File: config.mk
export PLATFORM = sky130hd
export DESIGN_NAME = sdc_bfly_stage
export DESIGN_NICKNAME = d
export VERILOG_FILES = /design/src/rtl/sdc_bfly_pkg.sv /design/src/rtl/sdc_commutator.sv /design/src/rtl/sdc_addsub.sv /design/src/rtl/sdc_bfly_stage.sv
export SDC_FILE = /design/constraint.sdc
export NUM_CORES = 1
export LEC_CHECK = 0
export CAP_MARGIN = 25
export CORE_AREA = 2 2 286 288
export CTS_CLUSTER_DIAMETER = 30
export DETAILED_ROUTE_END_ITERATION = 12
export DIE_AREA = 0 0 288 290
export SYNTH_ARGS = -nofsm -noshare
export SYNTH_HDL_FRONTEND = slang
export SYNTH_SLANG_ARGS = --single-unit
File: constraint.sdc
create_clock -name clk_i -period 11.2 [get_ports clk_i]
set_input_delay 1.68 -clock clk_i [delete_from_list [all_inputs] [get_ports clk_i]]
set_output_delay 1.68 -clock clk_i [all_outputs]
set_load 0.05 [all_outputs]
File: src/rtl/sdc_bfly_pkg.sv
package sdc_bfly_pkg;
  // words held between a first-half operand and its partner
  function automatic int span_words(input int n_pts, input int stage);
    return 2 * (n_pts >> stage);
  endfunction

  typedef enum logic {SLOT_FIRST = 1'b0, SLOT_SECOND = 1'b1} slot_e;
endpackage

File: src/rtl/sdc_commutator.sv
module sdc_commutator
  import sdc_bfly_pkg::*;
#(
  parameter int N_PTS = 16,
  parameter int STAGE = 1,
  parameter int DW    = 16
) (
  input  logic          clk_i,
  input  logic          rst_ni,
  input  logic          valid_i,
  input  logic [DW-1:0] data_i,
  output logic          op_vld_o,
  output slot_e         op_slot_o,
  output logic [DW-1:0] op_o
);
  localparam int SPAN  = span_words(N_PTS, STAGE);
  localparam int DEPTH = 2 * SPAN;
  localparam int AW    = $clog2(DEPTH);

  logic [DW-1:0] mem_q [DEPTH];
  logic [AW-1:0] wptr_q, fill_q, rpos, raddr;

  // position in the reordered stream, one span behind the writer
  assign rpos  = {~wptr_q[AW-1], wptr_q[AW-2:0]};
  assign raddr = {rpos[0], rpos[AW-1:1]};

  always_ff @(posedge clk_i or negedge rst_ni) begin
    if (!rst_ni) begin
      wptr_q <= '0;
      fill_q <= '0;
    end else if (valid_i) begin
      wptr_q <= wptr_q + 1'b1;
      if (fill_q != AW'(SPAN)) fill_q <= fill_q + 1'b1;
    end
  end

  always_ff @(posedge clk_i) begin
    if (valid_i) mem_q[wptr_q] <= data_i;
  end

  assign op_o      = mem_q[raddr];
  assign op_slot_o = slot_e'(rpos[0]);
  assign op_vld_o  = valid_i && (fill_q == AW'(SPAN));


  operand_not_overwritten_chk: assert property (@(posedge clk_i) disable iff (!rst_ni)
    valid_i |-> (raddr != wptr_q));


  slot_alternates_chk: assert property (@(posedge clk_i) disable iff (!rst_ni)
    valid_i |=> (rpos[0] != $past(rpos[0])));
endmodule

File: src/rtl/sdc_addsub.sv
module sdc_addsub
  import sdc_bfly_pkg::*;
#(
  parameter int DW    = 16,
  parameter int HALVE = 0,
  parameter int OW    = DW + 1 - HALVE
) (
  input  logic          clk_i,
  input  logic          rst_ni,
  input  logic          en_i,
  input  logic          op_vld_i,
  input  slot_e         slot_i,
  input  logic [DW-1:0] op_i,
  output logic          valid_o,
  output logic [OW-1:0] data_o
);
  logic [DW-1:0] first_q;
  logic [OW-1:0] diff_q, data_q, sum_sc, diff_sc;
  logic          primed_q, valid_q;
  logic [DW:0]   sum_w, diff_w;

  assign sum_w  = {first_q[DW-1], first_q} + {op_i[DW-1], op_i};
  assign diff_w = {first_q[DW-1], first_q} - {op_i[DW-1], op_i};

  if (HALVE != 0) begin : g_halve
    assign sum_sc  = sum_w[DW:1];
    assign diff_sc = diff_w[DW:1];
  end else begin : g_grow
    assign sum_sc  = sum_w;
    assign diff_sc = diff_w;
  end

  always_ff @(posedge clk_i or negedge rst_ni) begin
    if (!rst_ni) begin
      first_q  <= '0;
      diff_q   <= '0;
      data_q   <= '0;
      primed_q <= 1'b0;
      valid_q  <= 1'b0;
    end else begin
      valid_q <= en_i && op_vld_i && (slot_i == SLOT_SECOND || primed_q);
      if (en_i && op_vld_i) begin
        if (slot_i == SLOT_SECOND) begin
          data_q   <= sum_sc;
          diff_q   <= diff_sc;
          primed_q <= 1'b1;
        end else begin
          first_q <= op_i;
          data_q  <= diff_q;
        end
      end
    end
  end

  assign valid_o = valid_q;
  assign data_o  = data_q;


  hold_when_idle_chk: assert property (@(posedge clk_i) disable iff (!rst_ni)
    !en_i |=> (!valid_o && $stable(data_o)));


  sum_emitted_chk: assert property (@(posedge clk_i) disable iff (!rst_ni)
    (en_i && op_vld_i && slot_i == SLOT_SECOND) |=> valid_o);


  primed_before_output_chk: assert property (@(posedge clk_i) disable iff (!rst_ni)
    valid_o |-> primed_q);
endmodule

File: src/rtl/sdc_bfly_stage.sv
module sdc_bfly_stage
  import sdc_bfly_pkg::*;
#(
  parameter int N_PTS = 16,
  parameter int STAGE = 1,
  parameter int IN_W  = 16,
  parameter int HALVE = 0
) (
  input  logic                  clk_i,
  input  logic                  rst_ni,
  input  logic                  valid_i,
  input  logic [IN_W-1:0]       data_i,
  output logic                  valid_o,
  output logic [IN_W-HALVE:0]   data_o
);
  localparam int OUT_W = IN_W + 1 - HALVE;
  localparam int LAT   = span_words(N_PTS, STAGE) + 1;
  localparam int CW    = $clog2(LAT + 2) + 1;

  logic            op_vld;
  slot_e           op_slot;
  logic [IN_W-1:0] op;

  sdc_commutator #(.N_PTS(N_PTS), .STAGE(STAGE), .DW(IN_W)) u_comm (
    .clk_i    (clk_i),
    .rst_ni   (rst_ni),
    .valid_i  (valid_i),
    .data_i   (data_i),
    .op_vld_o (op_vld),
    .op_slot_o(op_slot),
    .op_o     (op)
  );

  sdc_addsub #(.DW(IN_W), .HALVE(HALVE), .OW(OUT_W)) u_as (
    .clk_i   (clk_i),
    .rst_ni  (rst_ni),
    .en_i    (valid_i),
    .op_vld_i(op_vld),
    .slot_i  (op_slot),
    .op_i    (op),
    .valid_o (valid_o),
    .data_o  (data_o)
  );

  // accepted-word counter used only by the checks below
  logic [CW-1:0] seen_q;
  always_ff @(posedge clk_i or negedge rst_ni) begin
    if (!rst_ni) seen_q <= '0;
    else if (valid_i && seen_q <= CW'(LAT)) seen_q <= seen_q + 1'b1;
  end


  no_early_output_chk: assert property (@(posedge clk_i) disable iff (!rst_ni)
    valid_o |-> (seen_q > CW'(LAT)));


  output_follows_input_chk: assert property (@(posedge clk_i) disable iff (!rst_ni)
    valid_o |-> $past(valid_i));
endmodule

==> summary.md <==
| Metric | Value |
|---|---|
| Die Wd | about 290 um |
| Compound-Gate Fraction of Synth Area | about 5.9% |
| Layout cells sized above 1 | between 20% and 30% |
| Unrepaired setup endpoints after global routing | false |
| Placement Setup Slack | around 5.3 ns |
| Flop2flop setup slack | 5.20 ns |
| Leakage power | roughly 10 nW |
| Slew of the pin with the lowest slew margin | between 1 and 1.5 ns |
| Post-DP HPWL | ~35000 um |
| Final-layout fill cell count | between 7000 and 8000 |
| XOR/XNOR share of the synthesized area | under 10% |
| Setup crit end | u_as.data_o[16] |
| Synthesis-to-finish area growth | 24.6% |
| Core outline area | ~80000 sq um |
| N_diodes | 0 |
| Yosys top cell by area | edfxtp_1 |
| R2R depth | 14 |
| Congestion Overflow GR | 0 |
| Largest net degree at the start of global routing | 63 |
| Worst Path Required | 11.69 ns |
| Final TNS setup | 0 ns |
| Power Density | between 200 and 300 nW/um^2 |
| CTS tree | built |
| Post-CTS Setup Bufs | 0 |
| Synthesized area | roughly 24000 sq um |
| Io pins | 37 |
| Max IR drop VDD | about 150 uV |
| NumNets Final | between 1500 and 2000 |
| DRC | 0 |
| Port-buffer cells | 36 |
| Vias in the first global route | between 10000 and 15000 |
| Crit path max fanout | 43 |
| Skew final | approximately 0.037 ns |
| Final setup violation count | 0 |
| Post-cts gate resize count | 0 |
| Routed WL | between 50000 and 60000 um |
| Async SR Flop Fraction | a little over a tenth |
| Vias per inst | 4.91 |
| Initial antenna violation count | 2 |
| Hold_buf cts | 0 |
| Setup ws final | about 5.2 ns |
| R2r startpoint | u_comm.wptr_q[2] |
| Syn Inst Count | around 1400 |
| Reg clk slew, reported paths | 0.05 ns |
| H-tree levels | 3 |
| First-pass GRT wire length | around 88000 um |
| Slew Limit Fails | 0 |
| Crit path kind | flip-flop to flip-flop |
| Die area | ~84000 sq um |
| Synth unique cells | 66 |
| Post-synthesis mux area share | about an eighth |
| Max Clock Freq | approximately 170 MHz |
| Routed Antenna Nets | 0 |
| Final Cycle Share | about 54% |
| Max_cap viols | 0 |
| Seq/Total Area, Yosys | a little under three quarters |
| Drt initial violations | around 1200 |
| CTS root buf | clkbuf_16 |
| CP Launch Type | flip-flop |
| Tmin final | between 5 and 6 ns |
| Mapped Nets | 1475 |
| Drt pass-1 iters | 5 |
| Syn. warnings | 0 |
| Critical Path AT | around 6.5 ns |
| Starting Density | about 30% |
| DR WL/cell | ~22 um |
| Hold/Removal Path Class | flip-flop to flip-flop |
| Rows | 104 |
| Post-Synth Adder-Cell Area | under 10% |
| Die Y-Extent | between 200 and 300 um |
| CP endpoint kind | flip-flop |
| Sink Count | around 570 |
| Gr usage total | between 10 and 15% |
| DR vias | roughly 13000 |
| EDFF count, synth | around 510 |
| Multi-input logic area | around 6400 sq um |
| Largest cells by area after synthesis | edfxtp_1, dfrtp_1, mux4_2, mux2i_1, ha_1 |
| Largest family of logic cells by synthesized area | multiplexers |
| Worst R2R End | u_as.data_o[16] |
| Critical Path Source | u_comm.wptr_q[2] |
| Mean Syn Cell Area | between 15 and 20 sq um |
| Register area | 16900 sq um |
| Worst skew pair latency | 0.66 ns |
| Final Wtd Congestion | about 0.83 |
| Maximum buffer depth of the clock tree | 3 |
| Synth Flop Type | edfxtp_1 |
| Post-synthesis simple-gate area fraction | between 4 and 5% |
| Yosys reg bits | 574 |
| Status | complete, no violations |
| Slew margin rel. | between 20 and 30% |
| Num CTS Buffers | approximately 110 |
| Hold Fails Final Rpt | 0 |
| Post-synth top area share | between 60% and 70% |
## how the worst min path moves through the flow
stage / start / to / slack, ns / cells past startpoint
after floorplan: u_as.primed_q / u_as.primed_q / 0.44 / 1
after CTS: u_as.primed_q / u_as.primed_q / 0.47 / 1
after global routing: u_as.diff_q[4] / u_as.diff_q[4] / 0.50 / 2
after global placement: u_as.primed_q / u_as.primed_q / 0.45 / 1
final: u_as.primed_q / u_as.primed_q / 0.46 / 1
after detailed placement: u_as.primed_q / u_as.primed_q / 0.45 / 1
## sequential cells by signal, summed over array words and instances, names as in the netlist
register,count
u_comm.fill_q,5
u_as.data_o,17
u_as.diff_q,17
u_as.primed_q,1
u_comm.mem_q,512
u_as.valid_o,1
u_as.first_q,16
u_comm.wptr_q,5
## final cells by class
cell class              count  area share, %
clock buffers             123           9.62
inverters                  37          0.467
well taps                1060           4.46
clock inverters            76           3.10
flip-flops and latches    574           56.9
multi-input cells         724           21.5
repair buffers            105           3.89
## power by group
part	switching (W)	internal (W)	total, W	leakage, nW
combinational	0.00172	0.00107	0.00280	3.15
clock	0.00109	0.00222	0.00331	1.83
sequential	0.000111	0.00253	0.00264	5.43
## layer usage
metal  part of all wire, %  vias up  GRT usage (%)
met4                   2.4        2           4.15
met5                 0.013        -              0
met1                    44     6796           20.4
met2                    45      508           21.4
li1                      -     5847              -
met3                   8.0      101           3.50
## cells in the mapped netlist, types with 4 or more instances
cell,instances
o31ai_1,5
mux2_2,21
o21bai_1,5
a21o_1,7
nor3_1,15
o21ai_0,48
a211oi_1,6
o22ai_1,42
ha_1,38
mux4_2,66
o221ai_1,5
buf_4,14
edfxtp_1,512
nand3_1,6
a221o_1,5
mux2i_1,131
a31oi_1,8
nor2_1,81
buf_2,12
nand2b_1,15
a22oi_1,4
nor4_1,10
clkbuf_1,36
a21oi_1,42
buf_6,14
dfrtp_1,62
xor2_1,4
nand2_1,60
inv_1,37
xnor2_1,25
nor3b_1,8
nor2b_1,7
and2_1,4
## critical path, cell delays in order, from the launching register on
cell and delay [ns]:
dfrtp_4 0.81, buf_4 0.69, nand3_1 0.96, o22ai_1 0.44
nor3_1 0.07, a21oi_1 0.63, inv_1 0.19, fa_1 0.51
o21bai_1 0.21, o211ai_1 0.13, a31oi_1 0.46, a221o_1 0.23
a21oi_1 0.07, o41ai_1 0.25, o21ai_0 0.11
## layout by cell type, fill, tap and decap left out, types with 10 or more instances in the layout
cell type,count
o22ai_1,42
inv_1,37
nor2_1,50
nor2_2,33
a21oi_1,42
nand2_1,60
edfxtp_1,512
nor3_1,15
mux2_2,21
clkinv_2,19
mux4_2,66
dfrtp_1,59
clkbuf_16,115
clkdlybuf4s50_1,35
o21ai_0,48
bufinv_16,17
ha_1,38
mux2i_1,131
nand2b_1,14
buf_4,51
nor4_1,10
clkinv_1,16
xnor2_1,25
clkinvlp_4,12
## stage by stage
stage                     utilization (%)  hold slack, ns  cells  total power [W]  area (sq um)
final                                37.1           0.463   2699          0.00875         29800
after global routing                 37.1           0.497   2699          0.00917         29800
after CTS                            36.8           0.468   2689          0.00878         29500
after detailed placement             32.1           0.453   2490          0.00546         25700
after global placement               31.9           0.451   2482          0.00542         25600
after floorplan                         -           0.436   1416          0.00463         23900
## logic make-up (layout without fill, tap and decap cells)
| group | Yosys count | after routing |
|---|---|---|
| flops | 574 | 574 |
| compound gates | 211 | 211 |
| fa+ha+maj | 40 | 40 |
| buf+inv | 118 | 341 |
| xor+xnor | 29 | 29 |
| mux | 222 | 222 |
| simple gates | 222 | 222 |
No activity file was read; power rests on OpenSTA's default activity.
